File: src/rtl/tern_pkg.sv
package tern_pkg;
    typedef enum logic [1:0] {
        WC_SKIP = 2'b00,
        WC_ADD  = 2'b01,
        WC_RSVD = 2'b10,
        WC_SUB  = 2'b11
    } wcode_e;

    localparam int CODE_W = 2;
endpackage

File: src/rtl/tern_lane_decode.sv
module tern_lane_decode
    import tern_pkg::*;
#(
    parameter int ACT_W = 8
) (
    input  logic [CODE_W-1:0]       code_i,
    input  logic signed [ACT_W-1:0] act_i,
    output logic signed [ACT_W:0]   term_o,
    output logic                    rsvd_o
);
    logic signed [ACT_W:0] act_ext;
    assign act_ext = {act_i[ACT_W-1], act_i};

    always_comb begin
        term_o = '0;
        rsvd_o = 1'b0;
        case (wcode_e'(code_i))
            WC_ADD:  term_o = act_ext;
            WC_SUB:  term_o = -act_ext;
            WC_RSVD: rsvd_o = 1'b1;
            default: term_o = '0;
        endcase
    end
endmodule

File: src/rtl/tern_sum_tree.sv
module tern_sum_tree #(
    parameter int LANES = 16,
    parameter int IN_W  = 9,
    parameter int OUT_W = IN_W + $clog2(LANES)
) (
    input  logic [LANES*IN_W-1:0]   terms_i,
    output logic signed [OUT_W-1:0] sum_o
);
    localparam int LEVELS = $clog2(LANES);

    for (genvar l = 0; l <= LEVELS; l++) begin : g_lvl
        localparam int N = LANES >> l;
        logic signed [OUT_W-1:0] s [N];
        if (l == 0) begin : g_leaf
            for (genvar i = 0; i < N; i++) begin : g_in
                logic [IN_W-1:0] t;
                assign t    = terms_i[i*IN_W +: IN_W];
                assign s[i] = {{(OUT_W-IN_W){t[IN_W-1]}}, t};
            end
        end else begin : g_node
            for (genvar i = 0; i < N; i++) begin : g_add
                assign s[i] = g_lvl[l-1].s[2*i] + g_lvl[l-1].s[2*i+1];
            end
        end
    end

    assign sum_o = g_lvl[LEVELS].s[0];
endmodule

File: src/rtl/tern_dot_acc.sv
module tern_dot_acc
    import tern_pkg::*;
#(
    parameter int LANES = 16,
    parameter int ACT_W = 8,
    parameter int ACC_W = 32
) (
    input  logic                   clk,
    input  logic                   rst_n,
    input  logic                   start_i,
    input  logic                   bias_en_i,
    input  logic [ACC_W-1:0]       bias_i,
    input  logic                   in_valid_i,
    input  logic                   in_last_i,
    input  logic [LANES*CODE_W-1:0] weights_i,
    input  logic [LANES*ACT_W-1:0] acts_i,
    output logic [ACC_W-1:0]       sum_o,
    output logic                   sum_valid_o,
    output logic                   code_err_o
);
    localparam int TERM_W = ACT_W + 1;
    localparam int SUM_W  = TERM_W + $clog2(LANES);

    typedef struct packed {
        logic [ACC_W-1:0] acc;
        logic [ACC_W-1:0] res;
        logic             res_vld;
        logic             err;
    } state_t;

    state_t st_d, st_q;

    logic [LANES*TERM_W-1:0] terms;
    logic [LANES-1:0]        rsvd_lane;
    logic signed [SUM_W-1:0] word_sum;
    logic [ACC_W-1:0]        word_ext;
    logic [ACC_W-1:0]        acc_now;

    for (genvar i = 0; i < LANES; i++) begin : g_lane
        logic signed [TERM_W-1:0] term;
        tern_lane_decode #(.ACT_W(ACT_W)) u_dec (
            .code_i (weights_i[i*CODE_W +: CODE_W]),
            .act_i  (acts_i[i*ACT_W +: ACT_W]),
            .term_o (term),
            .rsvd_o (rsvd_lane[i])
        );
        assign terms[i*TERM_W +: TERM_W] = term;
    end

    tern_sum_tree #(.LANES(LANES), .IN_W(TERM_W), .OUT_W(SUM_W)) u_tree (
        .terms_i (terms),
        .sum_o   (word_sum)
    );

    assign word_ext = {{(ACC_W-SUM_W){word_sum[SUM_W-1]}}, word_sum};

    always_comb begin
        logic [ACC_W-1:0] base;
        st_d         = st_q;
        st_d.res_vld = 1'b0;
        base         = st_q.acc;
        if (start_i) begin
            base = bias_en_i ? bias_i : '0;
        end
        if (in_valid_i) begin
            base = base + word_ext;
            if (|rsvd_lane) begin
                st_d.err = 1'b1;
            end
            if (in_last_i) begin
                st_d.res     = base;
                st_d.res_vld = 1'b1;
            end
        end
        st_d.acc = base;
    end

    always_ff @(posedge clk or negedge rst_n) begin
        if (!rst_n) begin
            st_q <= '0;
        end else begin
            st_q <= st_d;
        end
    end

    assign acc_now     = st_q.acc;
    assign sum_o       = st_q.res;
    assign sum_valid_o = st_q.res_vld;
    assign code_err_o  = st_q.err;
endmodule

File: config.mk
export PLATFORM = sky130hd
export DESIGN_NAME = tern_dot_acc
export DESIGN_NICKNAME = d
export VERILOG_FILES = /design/src/rtl/tern_pkg.sv /design/src/rtl/tern_lane_decode.sv /design/src/rtl/tern_sum_tree.sv /design/src/rtl/tern_dot_acc.sv
export SDC_FILE = /design/constraint.sdc
export NUM_CORES = 1
export LEC_CHECK = 0
export BUFFER_PORTS_ARGS = -buffer_cell sky130_fd_sc_hd__buf_2
export CAP_MARGIN = 20
export CORE_ASPECT_RATIO = 0.8
export CORE_MARGIN = 5
export CORE_UTILIZATION = 45
export DETAILED_ROUTE_END_ITERATION = 7
export PLACE_DENSITY = 0.67
export SYNTH_ARGS = -nofsm -noshare
export SYNTH_HDL_FRONTEND = slang
export SYNTH_HIERARCHICAL = 1
export SYNTH_SLANG_ARGS = --single-unit
File: constraint.sdc
create_clock -name clk -period 6.04 [get_ports clk]
set_clock_uncertainty 0.1 [all_clocks]
set_input_delay 1.208 -clock clk [delete_from_list [all_inputs] [get_ports clk]]
set_output_delay 1.208 -clock clk [all_outputs]
set_load 0.05 [all_outputs]
Word-level counts from Yosys, hierarchy flattened. Index checks and enable logic that the tools add are counted.

Register bits: 66. Bits of input ports: 198. Output and inout port bits: 34. Logic and storage cells: 125.

Add/sub/neg operators: 32. Eq/ne operators: 48. Mux-type cells: 38. Reductions and logical operators: 3.

Operators by type and width (count): one-hot mux 9 bit (2 select lines) (16); negator 8 -> 9 bit (16); two-way mux 32 bit (3); adder 13 bit (7); adder 9 x 9 -> 10 bit (8); == test 2 bit (second input constant) (32); adder 32 bit (1); == test 2 x 1 -> 1 bit (second input constant) (16); two-way mux 1 bit (18); OR reduction 16 bit (1); AND reduction 2 bit (2); two-way mux 2 bit (1).

Logic depth before layout (Yosys ltp).
Depth in word-level cells: 8. Mapped depth: 33. Mapped depth without buffers: 32.

Cells and area by module. Netlist, hierarchy kept.

By module, submodules not included: tern_dot_acc (instances 1, cells each 502, area an instance 4553.1 um^2, sequential area each 1651.6 um^2); tern_sum_tree (instances 1, cells each 412, area an instance 4061.4 um^2, sequential area each 0.0 um^2); tern_lane_decode (instances 16, cells each 37, area an instance 222.7 um^2, sequential area each 0.0 um^2).

Least setup slack after synthesis. No wires, ideal clock.

Kind: input -> register. From: input acts_i[0]. To: register st_q, in the netlist sum_o[30]. Library setup time: 0.130 ns. Data arrival time: 9.578 ns. Data required time: 5.810 ns. Slack: -3.768 ns. Stages: 30. Path buffers: 0. Path through: inv_1 -> ha_1 -> nor3b_1 -> or3_1 -> a21oi_1 -> inv_1 -> fa_1 -> inv_1 -> fa_1 -> fa_1 -> fa_1 -> fa_1 -> inv_1 -> fa_1 -> inv_1 -> ha_1 -> a21o_1 -> a211oi_1 -> a311oi_2 -> xnor2_1 -> ha_1 -> and3_1 -> nor2b_1 -> and2_1 -> a221oi_2 -> a21oi_1 -> a311oi_2 -> o21ai_1 -> xnor2_1 -> o21ai_0.

Word-level cells in the longest chain between the ends: 7.

RTL lines: start, declared (RTL line tern_dot_acc.sv:16) `input logic [LANES*ACT_W-1:0] acts_i,`; negator 8 -> 9 bit (RTL line tern_lane_decode.sv:19) `WC_SUB: term_o = -act_ext;`; one-hot mux 9 bit (2 select lines) (RTL line tern_lane_decode.sv:17) `case (wcode_e'(code_i))`; net g_lane[0].term[4] (RTL line tern_dot_acc.sv:40) `logic signed [TERM_W-1:0] term;`; adder 9 x 9 -> 10 bit (RTL line tern_sum_tree.sv:22) `assign s[i] = g_lvl[l-1].s[2*i] + g_lvl[l-1].s[2*i+1];`; adder 13 bit (3 in series) (RTL line tern_sum_tree.sv:22); net word_sum[12] (RTL line tern_dot_acc.sv:35) `logic signed [SUM_W-1:0] word_sum;`; adder 32 bit (RTL line tern_dot_acc.sv:66) `base = base + word_ext;`; end signal, assigned (RTL line tern_dot_acc.sv:82) `st_q <= st_d;`; end, declared (RTL line tern_dot_acc.sv:31) `state_t st_d, st_q;`.

The timed path passes the listed nets, and every way through them passes these cells. A chain may end at the register's enable or synchronous reset.

==> impl_metrics.env <==
export IMPL_place_inst=2401
export IMPL_drcViolationCount=0
export IMPL_crit_top_cell="fa_1"
export IMPL_synth_edff_count=0
export IMPL_die_area_sq_mm=0.0305
export IMPL_gr_usage_all_layers=0.262
export IMPL_max_stage_delay_ns=0.60
export IMPL_drt_iter0_markers=871
export IMPL_fmaxAchievable_ghz=0.114
export IMPL_ios=232
export IMPL_status="finished, violations left"
export IMPL_grt_pass1_vias=13100
export IMPL_grt_pass1_wl_mm=66.3
export IMPL_rows=53
export IMPL_reg2reg_depth=13
export IMPL_slew_violations=0
export IMPL_whs_path_depth=2
export IMPL_wl_mm=41.2
export IMPL_tightest_slew_ns=0.958
export IMPL_path_buf_inv=7
export IMPL_end_kind="flip-flop"
export IMPL_crit_required_ns=6.16
export IMPL_r2r_setup_slack_ns=2.69
export IMPL_yosys_warnings=6
export IMPL_timing_final_crit_share=1.45
export IMPL_min_to="sum_o[18]"
export IMPL_syn_instance_count=1506
export IMPL_area_growth_pct=51.6
export IMPL_ys_ff_latch=66
export IMPL_initial_core_util=0.460
export IMPL_place_hpwl_mm=33.0
export IMPL_hp_start="sum_o[18]"
export IMPL_cts_made_buffers=9
export IMPL_clock_root_buffer="clkbuf_16"
export IMPL_postSynthAreaPerCell_sq_um=8.09
export IMPL_netlist_area_sq_mm=0.0122
export IMPL_synth_area_leader_cell="fa_1"
export IMPL_clock_path_buffers=2
export IMPL_yosysSeqAreaShare=0.136
export IMPL_fin_crit_ns=8.78
export IMPL_r2r_end="acc_now[28]"
export IMPL_grt_max_degree=67
export IMPL_firstDrtPassIters=5
export IMPL_clock_latency_ns=0.34
export IMPL_relSlewSlack=0.356
export IMPL_yosysTopAreaCellShare=0.222
export IMPL_rsz0062_at_grt="yes"
export IMPL_hp_class="flip-flop to flip-flop"
export IMPL_die_x_um=194
export IMPL_instances_no_fill=2459
export IMPL_startpoint_type="input pin"
export IMPL_cts_tree="built"
export IMPL_nets=2498
export IMPL_coreArea_sq_mm=0.0265
export IMPL_setup_viol=58
export IMPL_grt_overflow_total=0
export IMPL_ys_top_cells_by_area="fa_1 22%, dfrtp_1 14%, inv_1 9.4%"
export IMPL_portBuffers=231
export IMPL_drive_gt1_frac=0.424
export IMPL_die_h_um=157
export IMPL_cp_arrival_ns=8.90
export IMPL_cts_max_level=3
export IMPL_async_reset_ff_frac=1.00
export IMPL_clk_pin_slew_ns=0.05
export IMPL_final_antenna_net_count=0
export IMPL_num_vias=13000
export IMPL_layout_setup_ws_ns=-2.74
export IMPL_path_class="input pin to flip-flop"
export IMPL_cp_slowest_cell="fa_2"
export IMPL_synth_distinct_cells=69
export IMPL_wl_per_cell_um=16.7
export IMPL_cap_violations=0
export IMPL_clock_sinks=66
export IMPL_report_final_hold_viol_count=0
export IMPL_yosysMostFrequentCell="inv_1"
export IMPL_antenna_found_initial=1
export IMPL_failed_checks="setup timing"
export IMPL_drt_vias_per_instance=5.27
export IMPL_synth_common_cells="304 x inv_1, 135 x fa_1, 106 x a21oi_1"
export IMPL_gp_congestion=0.912
export IMPL_synth_nets=1908
export IMPL_cp_max_fo=4
export IMPL_crit_reg2reg_launch="acc_now[0]"
export IMPL_ys_flop_type="dfrtp_1"
export IMPL_path_delay_family="adder cells"
## state kept, by name, indices dropped and copies added, names as in the netlist
signal       count
acc_now         32
code_err_o       1
sum_o           32
sum_valid_o      1
## worst max path at each step
stage,startpoint,endpoint,slack (ns),cells past startpoint
detailed placement,acts_i[33],acc_now[30],-3.12,30
finish,acts_i[33],acc_now[27],-2.74,31
CTS,acts_i[32],acc_now[28],-2.67,33
global route,acts_i[27],acc_now[28],-3.06,31
global placement,acts_i[33],acc_now[27],-3.08,30
floorplan,acts_i[9],acc_now[30],-2.74,28
## cell families after synthesis
kind of cell    after synthesis  share of synthesized area
fa+ha+maj                   204                      0.293
mux                          44                     0.0372
flops                        66                      0.136
xor+xnor                     59                     0.0424
simple gates                407                      0.169
buf+inv                     332                      0.106
compound gates              394                      0.217
## worst reg2reg max path, delay by kind of cell (launching register included)
family,cells,cell delay [ns]
xor+xnor,1,0.08
buf+inv,2,0.28
fa+ha+maj,2,0.49
simple gates,1,0.18
compound gates,6,1.50
flops,1,0.36
mux,1,0.26
## metrics by stage
stage               setup WS (ns)   util  hold slack, ns  setup TNS [ns]  cell area, sq um
detailed placement          -3.12  0.627           0.365         -146.36             16600
CTS                         -2.67  0.672           0.377         -122.23             17800
global placement            -3.08  0.627           0.359         -143.86             16600
global route                -3.06  0.698           0.404         -142.09             18500
finish                      -2.74  0.698           0.371         -127.06             18500
floorplan                   -2.74      -           0.448         -111.27             12600
## area by class of cell
| class | instances | area, sq um |
|---|---|---|
| flip-flops and latches | 66 | 1650 |
| clock buffers | 11 | 233 |
| clock inverters | 5 | 55.1 |
| multi-input cells | 1108 | 10700 |
| well taps | 357 | 447 |
| inverters | 305 | 1180 |
| diodes | 1 | 2.50 |
| fillers | 2040 | 8000 |
| repair buffers | 606 | 4180 |
## layer usage
metal,vias up,track usage,share of wire
li1,6272,-,-
met1,6268,0.390,0.48
met2,378,0.425,0.45
met3,33,0.0387,0.058
met4,0,0.0295,0.0065
met5,-,0,0
## repair_timing
action,4_1_cts,5_1_grt
endpoints found under the setup margin,60,60
resized for setup,140,131
pin swaps,125,80
buffers inserted,30,19
hold buffers,0,0
cloned,1,0
## layout by cell type (no fill, tap or decap), types with 9 or more instances in the layout
master / count
a21o_1: 17
a21oi_1: 56
a21oi_2: 43
a21oi_4: 9
a22o_1: 30
buf_2: 217
buf_4: 355
buf_6: 25
clkbuf_16: 9
dfrtp_1: 66
fa_1: 117
fa_2: 18
ha_1: 32
ha_4: 31
inv_1: 269
inv_2: 28
mux2i_1: 32
nand2_1: 88
nand2b_1: 35
nand3_1: 9
nor2_1: 96
nor3_1: 45
nor3b_1: 22
nor3b_2: 11
o21a_1: 44
o21ai_0: 41
o21ai_1: 47
o21ai_2: 13
o311ai_1: 10
o31a_1: 18
o41a_1: 17
or3_1: 39
or3_4: 9
xnor2_1: 27
xnor2_2: 10
xor2_1: 10
Power is left out: the tool's default activity adds up to more than one toggle a clock period on the data nets, which glitch-free logic cannot reach.
